### src/rtl/baud_pkg.sv
package baud_pkg;

   typedef enum logic [1:0] {
      STAGE_OFF  = 2'd0,
      STAGE_UART = 2'd1,
      STAGE_SYNC = 2'd2
   } stage_e;

   function automatic stage_e decode_mode(input logic [2:0] code);
      case (code)
         3'b010, 3'b100, 3'b101, 3'b110: decode_mode = STAGE_UART;
         3'b001:                         decode_mode = STAGE_SYNC;
         default:                        decode_mode = STAGE_OFF;
      endcase
   endfunction

endpackage

### src/rtl/baud_prescaler.sv
module baud_prescaler #(
   parameter int DIV_A = 8,
   parameter int DIV_B = 4
) (
   input  logic       clk,
   input  logic       rst_n,
   input  logic       restart,
   input  logic       pclk_full,
   input  logic [1:0] src_sel,
   output logic       src_en
);
   localparam int AW = (DIV_A > 1) ? $clog2(DIV_A) : 1;
   localparam int BW = (DIV_B > 1) ? $clog2(DIV_B) : 1;

   generate
      if (DIV_A < 2) begin : g_bad_a
         $error("DIV_A must be at least 2");
      end
      if (DIV_B < 2) begin : g_bad_b
         $error("DIV_B must be at least 2");
      end
   endgenerate

   logic          half_q;
   logic [AW-1:0] cnt_a;
   logic [BW-1:0] cnt_b;
   logic          base_en, a_en, b_en;

   assign base_en = pclk_full | half_q;
   assign a_en    = base_en && (cnt_a == AW'(DIV_A - 1));
   assign b_en    = a_en && (cnt_b == BW'(DIV_B - 1));

   always_ff @(posedge clk or negedge rst_n) begin
      if (!rst_n) begin
         half_q <= 1'b0;
         cnt_a  <= '0;
         cnt_b  <= '0;
      end else if (restart) begin
         half_q <= 1'b0;
         cnt_a  <= '0;
         cnt_b  <= '0;
      end else begin
         half_q <= ~half_q;
         if (base_en) cnt_a <= a_en ? '0 : cnt_a + 1'b1;
         if (a_en)    cnt_b <= b_en ? '0 : cnt_b + 1'b1;
      end
   end

   always_comb begin
      case (src_sel)
         2'b00:   src_en = base_en;
         2'b01:   src_en = a_en;
         2'b10:   src_en = b_en;
         default: src_en = 1'b0;
      endcase
   end

endmodule

### src/rtl/baud_reload_div.sv
module baud_reload_div #(
   parameter int RELOAD_W = 8
) (
   input  logic                clk,
   input  logic                rst_n,
   input  logic                restart,
   input  logic [RELOAD_W-1:0] restart_val,
   input  logic [RELOAD_W-1:0] reload_val,
   input  logic                src_en,
   output logic                brg_q
);
   logic [RELOAD_W-1:0] cnt;

   always_ff @(posedge clk or negedge rst_n) begin
      if (!rst_n) begin
         cnt   <= '0;
         brg_q <= 1'b0;
      end else if (restart) begin
         cnt   <= restart_val;
         brg_q <= 1'b0;
      end else begin
         brg_q <= 1'b0;
         if (src_en) begin
            if (cnt == '0) begin
               cnt   <= reload_val;
               brg_q <= 1'b1;
            end else begin
               cnt <= cnt - 1'b1;
            end
         end
      end
   end

endmodule

### src/rtl/baud_sync.sv
module baud_sync #(
   parameter int   STAGES  = 2,
   parameter logic RST_VAL = 1'b0
) (
   input  logic clk,
   input  logic rst_n,
   input  logic d,
   output logic q
);
   generate
      if (STAGES < 2) begin : g_bad_stages
         $error("STAGES must be at least 2");
      end
   endgenerate

   logic [STAGES-1:0] chain;

   always_ff @(posedge clk or negedge rst_n) begin
      if (!rst_n) chain <= {STAGES{RST_VAL}};
      else        chain <= {chain[STAGES-2:0], d};
   end

   assign q = chain[STAGES-1];

endmodule

### src/rtl/baud_final_stage.sv
module baud_final_stage
   import baud_pkg::*;
#(
   parameter int OVS = 16
) (
   input  logic   clk,
   input  logic   rst_n,
   input  logic   restart,
   input  stage_e stage,
   input  logic   brg_en,
   input  logic   ext_mode,
   input  logic   ext_rise,
   input  logic   ext_fall,
   output logic   tx_tick,
   output logic   rx_tick,
   output logic   ph
);
   localparam int OW = (OVS > 1) ? $clog2(OVS) : 1;
   localparam bit OVS_POW2 = (OVS > 1) && ((OVS & (OVS - 1)) == 0);

   generate
      if (OVS < 2) begin : g_bad_ovs
         $error("OVS must be at least 2");
      end
   endgenerate

   logic [OW-1:0] ovs_cnt;
   logic          ovs_last;
   logic          uart_on, sync_int, sync_ext;

   assign uart_on  = (stage == STAGE_UART);
   assign sync_int = (stage == STAGE_SYNC) && !ext_mode;
   assign sync_ext = (stage == STAGE_SYNC) && ext_mode;
   assign ovs_last = (ovs_cnt == OW'(OVS - 1));

   generate
      if (OVS_POW2) begin : g_ovs_wrap
         always_ff @(posedge clk or negedge rst_n) begin
            if (!rst_n)                   ovs_cnt <= '0;
            else if (restart)             ovs_cnt <= '0;
            else if (uart_on && brg_en)   ovs_cnt <= ovs_cnt + 1'b1;
         end
      end else begin : g_ovs_cmp
         always_ff @(posedge clk or negedge rst_n) begin
            if (!rst_n)                   ovs_cnt <= '0;
            else if (restart)             ovs_cnt <= '0;
            else if (uart_on && brg_en)   ovs_cnt <= ovs_last ? '0 : ovs_cnt + 1'b1;
         end
      end
   endgenerate

   always_ff @(posedge clk or negedge rst_n) begin
      if (!rst_n)                  ph <= 1'b1;
      else if (restart)            ph <= 1'b1;
      else if (sync_int && brg_en) ph <= ~ph;
   end

   always_comb begin
      tx_tick = 1'b0;
      rx_tick = 1'b0;
      if (uart_on) begin
         tx_tick = brg_en && ovs_last;
         rx_tick = brg_en && ovs_last;
      end else if (sync_int) begin
         tx_tick = brg_en && ph;
         rx_tick = brg_en && !ph;
      end else if (sync_ext) begin
         tx_tick = ext_fall;
         rx_tick = ext_rise;
      end
   end

endmodule

### src/rtl/baud_tick_gen.sv
module baud_tick_gen
   import baud_pkg::*;
#(
   parameter int RELOAD_W    = 8,
   parameter int PRE_DIV_A   = 8,
   parameter int PRE_DIV_B   = 4,
   parameter int OVERSAMPLE  = 16,
   parameter int SYNC_STAGES = 2
) (
   input  logic                clk,
   input  logic                rst_n,
   input  logic                cfg_pclk_full,
   input  logic [1:0]          cfg_src_sel,
   input  logic [RELOAD_W-1:0] cfg_reload,
   input  logic                cfg_reload_wr,
   input  logic [2:0]          cfg_mode,
   input  logic                cfg_ext_clk,
   input  logic                cfg_clk_inv,
   input  logic                cfg_hs_off,
   input  logic                cfg_hs_rts,
   input  logic                cfg_rx_inv,
   input  logic                cfg_tx_inv,
   input  logic                sclk_in,
   input  logic                cts_n_in,
   input  logic                rx_ready,
   input  logic                rxd_pin,
   input  logic                txd_int,
   output logic                tx_tick,
   output logic                rx_tick,
   output logic                sclk_out,
   output logic                sclk_oe,
   output logic                rts_n_out,
   output logic                rts_oe,
   output logic                cts_ok,
   output logic                rxd_int,
   output logic                txd_pin
);
   generate
      if (RELOAD_W < 2 || RELOAD_W > 16) begin : g_bad_w
         $error("RELOAD_W out of range 2..16");
      end
   endgenerate

   stage_e              stage;
   logic [RELOAD_W-1:0] reload_q;
   logic                src_en, brg_en, ph;
   logic                sclk_lvl, sclk_s, sclk_prev;
   logic                ext_rise, ext_fall;
   logic                cts_s;

   assign stage = decode_mode(cfg_mode);

   always_ff @(posedge clk or negedge rst_n) begin
      if (!rst_n)             reload_q <= '0;
      else if (cfg_reload_wr) reload_q <= cfg_reload;
   end

   baud_prescaler #(.DIV_A(PRE_DIV_A), .DIV_B(PRE_DIV_B)) i_pre (
      .clk(clk), .rst_n(rst_n), .restart(cfg_reload_wr),
      .pclk_full(cfg_pclk_full), .src_sel(cfg_src_sel), .src_en(src_en)
   );

   baud_reload_div #(.RELOAD_W(RELOAD_W)) i_div (
      .clk(clk), .rst_n(rst_n), .restart(cfg_reload_wr),
      .restart_val(cfg_reload), .reload_val(reload_q),
      .src_en(src_en), .brg_q(brg_en)
   );

   assign sclk_lvl = sclk_in ^ cfg_clk_inv;

   baud_sync #(.STAGES(SYNC_STAGES), .RST_VAL(1'b0)) i_sclk_sync (
      .clk(clk), .rst_n(rst_n), .d(sclk_lvl), .q(sclk_s)
   );

   always_ff @(posedge clk or negedge rst_n) begin
      if (!rst_n) sclk_prev <= 1'b0;
      else        sclk_prev <= sclk_s;
   end

   assign ext_rise = sclk_s & ~sclk_prev;
   assign ext_fall = ~sclk_s & sclk_prev;

   baud_final_stage #(.OVS(OVERSAMPLE)) i_fin (
      .clk(clk), .rst_n(rst_n), .restart(cfg_reload_wr), .stage(stage),
      .brg_en(brg_en), .ext_mode(cfg_ext_clk), .ext_rise(ext_rise),
      .ext_fall(ext_fall), .tx_tick(tx_tick), .rx_tick(rx_tick), .ph(ph)
   );

   assign sclk_out = ph ^ cfg_clk_inv;
   assign sclk_oe  = (stage == STAGE_SYNC) && !cfg_ext_clk;

   baud_sync #(.STAGES(SYNC_STAGES), .RST_VAL(1'b1)) i_cts_sync (
      .clk(clk), .rst_n(rst_n), .d(cts_n_in), .q(cts_s)
   );

   assign rts_oe    = !cfg_hs_off && cfg_hs_rts;
   assign rts_n_out = rts_oe ? !rx_ready : 1'b1;
   assign cts_ok    = cfg_hs_off || cfg_hs_rts || !cts_s;

   assign rxd_int = rxd_pin ^ cfg_rx_inv;
   assign txd_pin = txd_int ^ cfg_tx_inv;

endmodule

### config.mk
export PLATFORM = sky130hd
export DESIGN_NAME = baud_tick_gen
export DESIGN_NICKNAME = d
export VERILOG_FILES = /design/src/rtl/baud_pkg.sv /design/src/rtl/baud_prescaler.sv /design/src/rtl/baud_reload_div.sv /design/src/rtl/baud_sync.sv /design/src/rtl/baud_final_stage.sv /design/src/rtl/baud_tick_gen.sv
export SDC_FILE = /design/constraint.sdc
export NUM_CORES = 1
export LEC_CHECK = 0
export CAP_MARGIN = 20
export CORE_MARGIN = 3
export CORE_UTILIZATION = 45
export DETAILED_ROUTE_END_ITERATION = 8
export GPL_TIMING_DRIVEN = 0
export PLACE_DENSITY = 0.72
export REMOVE_ABC_BUFFERS = 1
export SYNTH_ARGS = -nofsm -noshare
export SYNTH_HDL_FRONTEND = slang
export SYNTH_SLANG_ARGS = --single-unit
### constraint.sdc
create_clock -name clk -period 1.7 [get_ports clk]
set_input_delay 0.34 -clock clk [delete_from_list [all_inputs] [get_ports clk]]
set_output_delay 0.34 -clock clk [all_outputs]
set_load 0.1 [all_outputs]
==> impl_metrics.tcl, run 1 <==
set metrics [dict create \
    dr.pass1.iters 4 \
    core_um2 3520 \
    max_stage_delay_ps 390 \
    crit_arrival_ps 2000 \
    row_count 21 \
    wl_met1_mm 1.77 \
    layout-drive-gt1-share_pct 36.8 \
    ys_types 43 \
    grt_pass1_wl_mm 6.59 \
    wirelength_mm 4.39 \
    layout_common_cells "dfrtp_1 (29), buf_4 (28), clkdlybuf4s50_1 (21)" \
    layout_min_cycle_time_ps 1840 \
    drc 0 \
    dp_hpwl_mm 2.63 \
    syn_to_final_growth_pct 51.6 \
    intPower_mw 1.35 \
    ios 37 \
    hold_viol 0 \
    skew_ps 2.72 \
    vias_per_cell 5.59 \
    leakage_nw 1.11 \
    max_freq_mhz 543 \
    layout.cells.non_filler 277 \
    fill_cells 245 \
    first_global_vias 1525 \
    violations "setup timing" \
    utilization_pct 74.2 \
    maxCapViolations 0 \
    cp-start-kind "register" \
    grt_max_degree 35 \
    maxUsedRoutingLayer "met4" \
    hold_path_class "in -> async" \
    netlist_instances 168 \
    ys_ff_latch 33 \
    antenna_found_initial 0 \
    critPathRequiredTime_ps 1860 \
    synth_ff_type "dfrtp_1" \
    power_mw 1.95 \
    drtAntennaViolNets 0 \
    slew_headroom_pct 47.4 \
    drtIter0Drc 55 \
    path_cells "ha_2, ha_4, and3b_2, o32ai_4, buf_12, a2111oi_4, a221o_1" \
    syn_area_um2 1720 \
    dieHeight_um 67.9 \
    slew_violations 0 \
    synth_enable_flop_cells 0 \
    htreeDepth 2 \
    setup_violations 11 \
    cts_max_path_buffers 2 \
    post_synth.cell_area_avg_um2 10.3 \
    finalWeightedCongestion 0.817 \
    seq_power_share_pct 47.1 \
    dr_wl_met2_mm 2.33 \
    tightest_slew_ps 789 \
    clkLatencyLatePin_ps 280 \
    rsz0062_at_grt "true" \
    critPathMaxFanout 6 \
    io_buffers 36 \
    root_buffer "clkbuf_8" \
    yosys_warnings 0 \
    holdWs_ps 115 \
    switchingPower_mw 0.604 \
    dieArea_um2 4610 \
    status "finished, violations left" \
    path_class "reg -> reg" \
    met3_length_um 223 \
    cts_buffers 5 \
    r2r_start "i_pre.cnt_a[0]" \
    initial_utilization_pct 48.9 \
    swShare_pct 30.9 \
    dieWidth_um 67.9 \
    ir_drop_mv 0.648 \
    ys_seq_area_share_pct 48.1 \
    async_reset_ff_share_pct 100 \
    cts_tree "built" \
    nets 264 \
    power_density_nw_per_um2 748 \
    pwr-share-clk_pct 28.6 \
    n_antenna_cell 0 \
    setup_ws_ps -143 \
    numClockSinks 33 \
    end_kind "register" \
    startpoint "i_pre.cnt_a[0]" \
    cts.clk_slew.worst_paths_ps 70 \
    combPwrFrac_pct 24.3 \
    fin_crit_sh_pct 108 \
    gr-total-overflow 0 \
    num_vias 1548 \
    cpMaxStageDelayCell "dfrtp_1" \
    wl_per_cell_um 15.8 \
    dp_cells 245 \
    final_common_cell "dfrtp_1" \
    gr-usage-all-layers_pct 19.2 \
]
-- worst max-delay path, delay by kind of cell (launching register included) --
| family | cells | cell delay [ps] |
|---|---|---|
| AO/OA/AOI/OAI | 3 | 580 |
| flip-flops | 1 | 390 |
| adder cells (fa/ha/maj) | 2 | 360 |
| AND/OR/NAND/NOR | 1 | 220 |
| buffers and inverters | 1 | 170 |
-- logic make-up after synthesis --
logic type      synth area share [%]
xor+xnor                        5.59
fa+ha+maj                       4.36
compound gates                  15.5
buf+inv                         2.69
flops                           48.1
simple gates                    19.2
mux                             4.43
-- through the flow --
stage          setup TNS (ps)  setup slack, ps  area (um^2)
6_report                 -810             -143         2610
5_1_grt                 -1580             -211         2610
4_1_cts                  -922             -172         2420
3_5_place_dp           -17840            -1460         2120
3_3_place_gp           -26380            -1450         2120
2_1_floorplan          -16370            -4260         1700
-- area by class of cell --
| type | instances | area [um^2] | area share (%) |
|---|---|---|---|
| clock inverters | 2 | 10.0 | 0.383 |
| multi-input cells | 123 | 1070 | 40.9 |
| clock buffers | 6 | 72.6 | 2.78 |
| repair buffers | 60 | 548 | 21.0 |
| well taps | 46 | 57.6 | 2.20 |
| inverters | 7 | 26.3 | 1.01 |
| flip-flops and latches | 33 | 831 | 31.8 |
-- synthesized netlist by cell type, types with 2 or more instances --
| cell type | count | share of area [%] |
|---|---|---|
| dfrtp_1 | 30 | 44 |
| nor2_1 | 18 | 3.9 |
| nand2_1 | 10 | 2.2 |
| o21ai_0 | 9 | 2.6 |
| nor3_1 | 8 | 2.3 |
| a21oi_1 | 7 | 2.0 |
| inv_1 | 7 | 1.5 |
| xor2_1 | 7 | 3.6 |
| ha_1 | 6 | 4.4 |
| mux2_2 | 5 | 3.3 |
| nor2b_1 | 5 | 1.8 |
| nor3b_1 | 4 | 1.7 |
| xnor2_1 | 4 | 2.0 |
| a2111oi_0 | 3 | 1.5 |
| a221o_1 | 3 | 1.7 |
| clkbuf_1 | 3 | 0.65 |
| dfstp_2 | 3 | 4.6 |
| nand3_1 | 3 | 0.87 |
| o211ai_1 | 3 | 1.3 |
| o31ai_1 | 3 | 1.3 |
| and4_1 | 2 | 1.0 |
| mux2i_1 | 2 | 1.2 |
| nand3b_1 | 2 | 0.87 |
| nor4b_1 | 2 | 1.0 |
-- registers in the layout, indices dropped and copies added (netlist names), 2 cells and up --
signal / cells
i_pre.cnt_b: 2
i_div.cnt: 8
i_sclk_sync.chain: 2
i_fin.ovs_cnt: 4
i_cts_sync.chain: 2
reload_q: 8
i_pre.cnt_a: 3
-- repair_timing --
| item | in CTS | in global routing |
|---|---|---|
| gates resized for setup | 107 | 28 |
| hold buffers | 0 | 0 |
| pin swaps | 10 | 8 |
| endpoints found under the setup margin | 24 | 13 |
| buffers inserted | 13 | 11 |
-- worst paths after layout --
path,slack (ps),end,depth (start not counted)
min,120,i_pre.cnt_a[2],1
min in group clk,360,i_cts_sync.chain[1],0
max,-140,i_div.cnt[2],7
max reg2reg,-140,i_div.cnt[2],7
min reg2reg,360,i_cts_sync.chain[1],0
max in group asynchronous,1080,i_div.cnt[0],1
-- layer usage --
layer / GRT usage, % / vias up
li1: - / 739
met1: 21.8 / 768
met2: 34.8 / 33
met3: 4.27 / 8
met4: 7.44 / 0
met5: 0 / -
-- power by group through the flow --
stage	logic, mW	registers (mW)	clock network (mW)
2_1_floorplan	0.236	0.901	0
3_3_place_gp	0.371	0.911	0
3_5_place_dp	0.379	0.917	0
4_1_cts	0.425	0.908	0.573
5_1_grt	0.513	0.928	0.613
6_report	0.475	0.921	0.559
No activity file was read; power rests on OpenSTA's default activity.
==> run 2: changes to the inputs <==
--- a/config.mk
+++ b/config.mk
@@ -7,10 +7,10 @@
 export LEC_CHECK = 0
 export CAP_MARGIN = 20
 export CORE_MARGIN = 3
-export CORE_UTILIZATION = 45
+export CORE_UTILIZATION = 54
 export DETAILED_ROUTE_END_ITERATION = 8
 export GPL_TIMING_DRIVEN = 0
-export PLACE_DENSITY = 0.72
+export PLACE_DENSITY = 0.81
 export REMOVE_ABC_BUFFERS = 1
 export SYNTH_ARGS = -nofsm -noshare
 export SYNTH_HDL_FRONTEND = slang
==> constraint.sdc (replaced) <==
create_clock -name clk -period 2.3 [get_ports clk]
set_input_delay 0.46 -clock clk [delete_from_list [all_inputs] [get_ports clk]]
set_output_delay 0.46 -clock clk [all_outputs]
set_load 0.1 [all_outputs]
==> run 2 against run 1 <==
The run now ends clean. Design area is 11% lower. Sequential share of layout area grew 3.8 points. Clock skew grew 8.8 ps. Non-clock buffer count shrank 21. Critical endpoint is now sclk_out. Largest cell class unchanged. Largest power group unchanged. Highest routed layer unchanged.
==> impl_metrics.tcl, run 2 (synthesized netlist as in run 1, its figures left out) <==
set metrics [dict create \
    num_vias 1441 \
    setup_violations 0 \
    nets 243 \
    grt_max_degree 35 \
    dieArea_um2 3900 \
    numClockSinks 33 \
    crit_arrival_ps 1700 \
    path_cells "clkdlybuf4s50_1, xor2_1, clkdlybuf4s15_2" \
    critPathMaxFanout 2 \
    power_density_nw_per_um2 578 \
    skew_ps 11.5 \
    critPathRequiredTime_ps 1840 \
    cts.clk_slew.worst_paths_ps 90 \
    end_kind "output port" \
    layout.cells.non_filler 252 \
    gr-total-overflow 0 \
    first_global_vias 1492 \
    io_buffers 36 \
    clkLatencyLatePin_ps 340 \
    crit_buf_inv 2 \
    antenna_found_initial 0 \
    layout-drive-gt1-share_pct 17.1 \
    cp-start-kind "primary input" \
    cpMaxStageDelayCell "clkdlybuf4s15_2" \
    dieWidth_um 62.5 \
    n_antenna_cell 0 \
    tightest_slew_ps 656 \
    wl_per_cell_um 15.8 \
    final_common_cell "dfrtp_1" \
    slew_headroom_pct 56.1 \
    ios 37 \
    max_stage_delay_ps 570 \
    dr.pass1.iters 4 \
    row_count 19 \
    drc 0 \
    root_buffer "clkbuf_4" \
    layout_min_cycle_time_ps 2160 \
    fin_tns_setup_ps 0 \
    slew_violations 0 \
    place_ws_ps -1060 \
    reg.largest.list "i_div.cnt (8), reload_q (8), i_fin.ovs_cnt (4)" \
    htreeDepth 2 \
    ir_drop_mv 0.581 \
    max_freq_mhz 463 \
    path_class "in -> out" \
    maxCapViolations 0 \
    crit_family "buffers and inverters" \
    holdWs_ps 356 \
    status "complete, no violations" \
    dieHeight_um 62.5 \
    syn_to_final_growth_pct 35.2 \
    leakage_nw 1.02 \
    cts_tree "built" \
    dp_hpwl_mm 2.71 \
    drtAntennaViolNets 0 \
    vias_per_cell 5.72 \
    drtIter0Drc 55 \
    layout_common_cells "dfrtp_1 (30), clkdlybuf4s50_1 (23), nor2_1 (18)" \
    initial_utilization_pct 59.4 \
    finalWeightedCongestion 0.830 \
    cts_buffers 5 \
    fin_crit_sh_pct 94.0 \
    setup_ws_ps 138 \
    rsz0062_at_grt "false" \
    wirelength_mm 3.97 \
    core_um2 2900 \
    r2r_slack_ps 210 \
    gr-usage-all-layers_pct 21.4 \
    hold_path_class "reg -> reg" \
    hold_viol 0 \
    grt_pass1_wl_mm 6.62 \
    cts_max_path_buffers 2 \
    dp_cells 242 \
]
-- run 2: changes by cell type in the layout (fill, tap and decap cells not counted), sizes merged --
cell           previous run  this run
clkdlybuf4s50            21        23
buf                      37         6
clkinv                    2         1
dlymetal6s2s              0         4
clkdlybuf4s15             1         6
-- run 2: final timing paths --
path                                   endpoint  cells past startpoint            startpoint
hold reg to reg            i_sclk_sync.chain[1]                      0  i_sclk_sync.chain[0]
min in group asynchronous          i_div.cnt[0]                      1                 rst_n
max in group asynchronous              i_fin.ph                      2                 rst_n
setup / recovery                       sclk_out                      3           cfg_clk_inv
hold / removal             i_sclk_sync.chain[1]                      0  i_sclk_sync.chain[0]
setup reg to reg                   i_div.cnt[1]                      6        i_pre.cnt_a[0]
-- run 2: metrics by stage --
stage	cell area, um^2	util [%]	total power [mW]
finish	2330	80.3	1.35
global route	2330	80.3	1.42
CTS	2250	77.4	1.34
detailed placement	2140	73.9	0.965
global placement	2120	73.0	0.946
floorplan	1700	-	0.840
-- run 2: layout make-up --
| class | instances | area [um^2] |
|---|---|---|
| flip-flops and latches | 33 | 830 |
| multi-input cells | 123 | 905 |
| inverters | 7 | 26.3 |
| clock inverters | 1 | 5.00 |
| clock buffers | 7 | 65.1 |
| fillers | 193 | 571 |
| well taps | 42 | 52.6 |
| repair buffers | 39 | 447 |
-- run 2: repair_timing --
item / in CTS / in global routing
buffers inserted: 1 / 0
endpoints found under the setup margin: 9 / 6
pin swaps: 1 / 3
hold buffers: 0 / 0
gates resized for setup: 43 / 11
-- run 2: report_power, final --
group / leakage [nW] / internal (mW) / switching (mW)
sequential: 0.409 / 0.624 / 0.0440
clock: 0.0413 / 0.177 / 0.195
combinational: 0.567 / 0.137 / 0.169
-- run 2: per-layer routing --
layer / GRT usage, % / wire, um
met3: 7.37 / 263
met1: 23.7 / 1650
met4: 8.26 / 80
met2: 37.4 / 1980
met5: 0 / 0
==> run 3: changes to the inputs <==
--- a/config.mk
+++ b/config.mk
@@ -5,12 +5,13 @@
 export SDC_FILE = /design/constraint.sdc
 export NUM_CORES = 1
 export LEC_CHECK = 0
+export ABC_AREA = 1
 export CAP_MARGIN = 20
-export CORE_MARGIN = 3
-export CORE_UTILIZATION = 54
+export CORE_MARGIN = 2
+export CORE_UTILIZATION = 55
 export DETAILED_ROUTE_END_ITERATION = 8
 export GPL_TIMING_DRIVEN = 0
-export PLACE_DENSITY = 0.81
+export PLACE_DENSITY = 0.82
 export REMOVE_ABC_BUFFERS = 1
 export SYNTH_ARGS = -nofsm -noshare
 export SYNTH_HDL_FRONTEND = slang
==> run 3 against run 2 <==
Sequential share of layout area about the same. Die area down 3.3%. Clock power about the same. Area after synthesis up 5.4%. Sequential power up 2%. Maximum frequency down 2.8%. Global-route usage up 1.6 points. Sequential cell count unchanged. Clock-buffer cell count unchanged. Critical path depth up 5. Non-clock buffer count down 2. Critical path type unchanged. Largest cell class unchanged. Largest power group unchanged.
==> impl_metrics.tcl, run 3 <==
set metrics [dict create \
    r2r_slack_ps 580 \
    grt_max_degree 34 \
    dieArea_um2 3780 \
    syn_to_final_growth_pct 28.2 \
    num_vias 1577 \
    setup_violations 0 \
    power_density_nw_per_um2 607 \
    utilization_pct 75.0 \
    slew_headroom_pct 52.4 \
    ys_seq_area_share_pct 45.7 \
    slew_violations 0 \
    power_mw 1.41 \
    crit_arrival_ps 1760 \
    synth_area_leader_cell "dfrtp_1" \
    drtIter0Drc 83 \
    cts_hold_buf 0 \
    clkLatencyLatePin_ps 330 \
    ios 37 \
    post_synth.cell_area_avg_um2 7.96 \
    n_antenna_cell 0 \
    cts_max_path_buffers 2 \
    finalWeightedCongestion 0.808 \
    cts.clk_slew.worst_paths_ps 100 \
    ys_types 29 \
    gr-usage-all-layers_pct 22.9 \
    root_buffer "clkbuf_4" \
    place_ws_ps -1020 \
    synth_area_leaders "dfrtp_1 (41%), nand2_1 (14%), nand3_1 (8.3%)" \
    path_class "in -> out" \
    async_reset_ff_share_pct 100 \
    holdWs_ps 170 \
    synth_top_area_share_pct 41.4 \
    r2r_end "i_div.cnt[3]" \
    maxCapViolations 0 \
    setup_ws_ps 75.0 \
    wirelength_mm 3.66 \
    r2r_cells 9 \
    cp-start-kind "primary input" \
    initial_utilization_pct 58.5 \
    yosys_warnings 0 \
    gr-total-overflow 0 \
    vias_per_cell 5.05 \
    io_buffers 36 \
    wl_per_cell_um 11.7 \
    tightest_slew_ps 714 \
    rsz0062_at_grt "false" \
    netlist_instances 228 \
    leakage_nw 1.19 \
    synth_ff_type "dfrtp_1" \
    postPlaceCellArea_um2 2180 \
    hold_path_class "in -> async" \
    layout-drive-gt1-share_pct 16.8 \
    r2r_start "i_pre.cnt_a[0]" \
    ir_drop_mv 0.460 \
    final_common_cell "nand2_1" \
    core_um2 3100 \
    hold_viol 0 \
    numClockSinks 33 \
    end_kind "output port" \
    synth_enable_flop_cells 0 \
    ys_ff_latch 33 \
    yosysMostFrequentCell "nand2_1" \
    grt_pass1_wl_mm 6.35 \
    drtAntennaViolNets 0 \
    critPathRequiredTime_ps 1840 \
    first_global_vias 1532 \
    skew_ps 6.21 \
    dp_hpwl_mm 2.44 \
    startpoint "cfg_mode[2]" \
    antenna_found_initial 0 \
    dr.pass1.iters 4 \
    htreeDepth 2 \
    status "complete, no violations" \
    layout_common_cells "nand2_1 (67), dfrtp_1 (30), nand3_1 (28)" \
    drc 0 \
    crit_end "tx_tick" \
    cts_tree "built" \
    cts_buffers 5 \
    fin_crit_sh_pct 96.7 \
    nets 301 \
    row_count 20 \
    fill_cells 254 \
    reg.largest.list "i_div.cnt (8), reload_q (8), i_fin.ovs_cnt (4)" \
    synth_common_cells "nand2_1 (69), dfrtp_1 (30), nand3_1 (30), inv_1 (23), nor2_1 (19)" \
    dieWidth_um 61.5 \
    max_freq_mhz 449 \
    dieHeight_um 61.5 \
    critPathMaxFanout 3 \
    layout_min_cycle_time_ps 2220 \
    design_area_um2 2330 \
    syn_area_um2 1820 \
]
## run 3: changes by cell type after synthesis, moves of 5 or more
cell     before  now
nand2_1      10   69
nand3_1       3   30
inv_1         7   23
mux2_2        5    0
nor3_1        8    3
nor2b_1       5    0
## run 3: stage by stage
stage	setup TNS (ps)	instances
3_5_place_dp	-12290	302
5_1_grt	0	312
4_1_cts	-5.82	312
2_1_floorplan	-2320	222
3_3_place_gp	-10890	302
6_report	0	312
## run 3: where the power goes
group	internal (mW)	total (mW)	switching (mW)
clock network	0.177	0.375	0.198
logic	0.134	0.355	0.221
registers	0.634	0.682	0.0481
## run 3: worst max-delay path, cell delays in order
cell	delay, ps
clkdlybuf4s50_1	470
nor2_2	60
a21oi_2	120
nand2_2	100
nor3_4	150
nand2_2	100
nand3_1	120
buf_12	180
## run 3: worst min path at each step
| stage | end | slack (ps) | startpoint |
|---|---|---|---|
| after floorplan | i_div.brg_q | 160 | rst_n |
| after CTS | i_pre.cnt_a[2] | 190 | rst_n |
| after global routing | i_pre.cnt_a[2] | 230 | rst_n |
| final | i_pre.cnt_a[1] | 170 | rst_n |
| after global placement | i_sclk_sync.chain[1] | 340 | i_sclk_sync.chain[0] |
| after detailed placement | i_sclk_sync.chain[1] | 340 | i_sclk_sync.chain[0] |
## run 3: logic make-up after synthesis
family          count (synthesis)  synth area share [%]
simple gates                  134                  33.4
flops                          33                  45.7
fa+ha+maj                       6                  4.13
buf+inv                        30                  7.51
xor+xnor                        9                  4.34
compound gates                 16                  4.89
## run 3: area by class of cell
type	instances	area [um^2]	share of cell area, %
clock buffer	7	65.1	2.80
clock inverter	1	5.00	0.215
inverter	24	93.8	4.03
multi-input combinational	165	885	38.0
sequential	33	830	35.6
tap	44	55.1	2.37
timing repair buffer	37	389	16.7
timing repair inverter	1	5.00	0.215
## run 3: per-layer routing
layer / vias up / track usage [%] / share of wire, %
met5: - / 0 / 0
met4: 0 / 9.73 / 1.2
met3: 5 / 3.99 / 4.7
met2: 38 / 39.1 / 47
met1: 734 / 28.8 / 47
li1: 800 / - / -
## run 3: repair_timing
action,in CTS,in global routing
setup endpoints to repair,17,10
hold endpoints to repair,0,0
gates resized for setup,46,8
pin swaps,1,4
buffers inserted,1,0
cloned,1,0
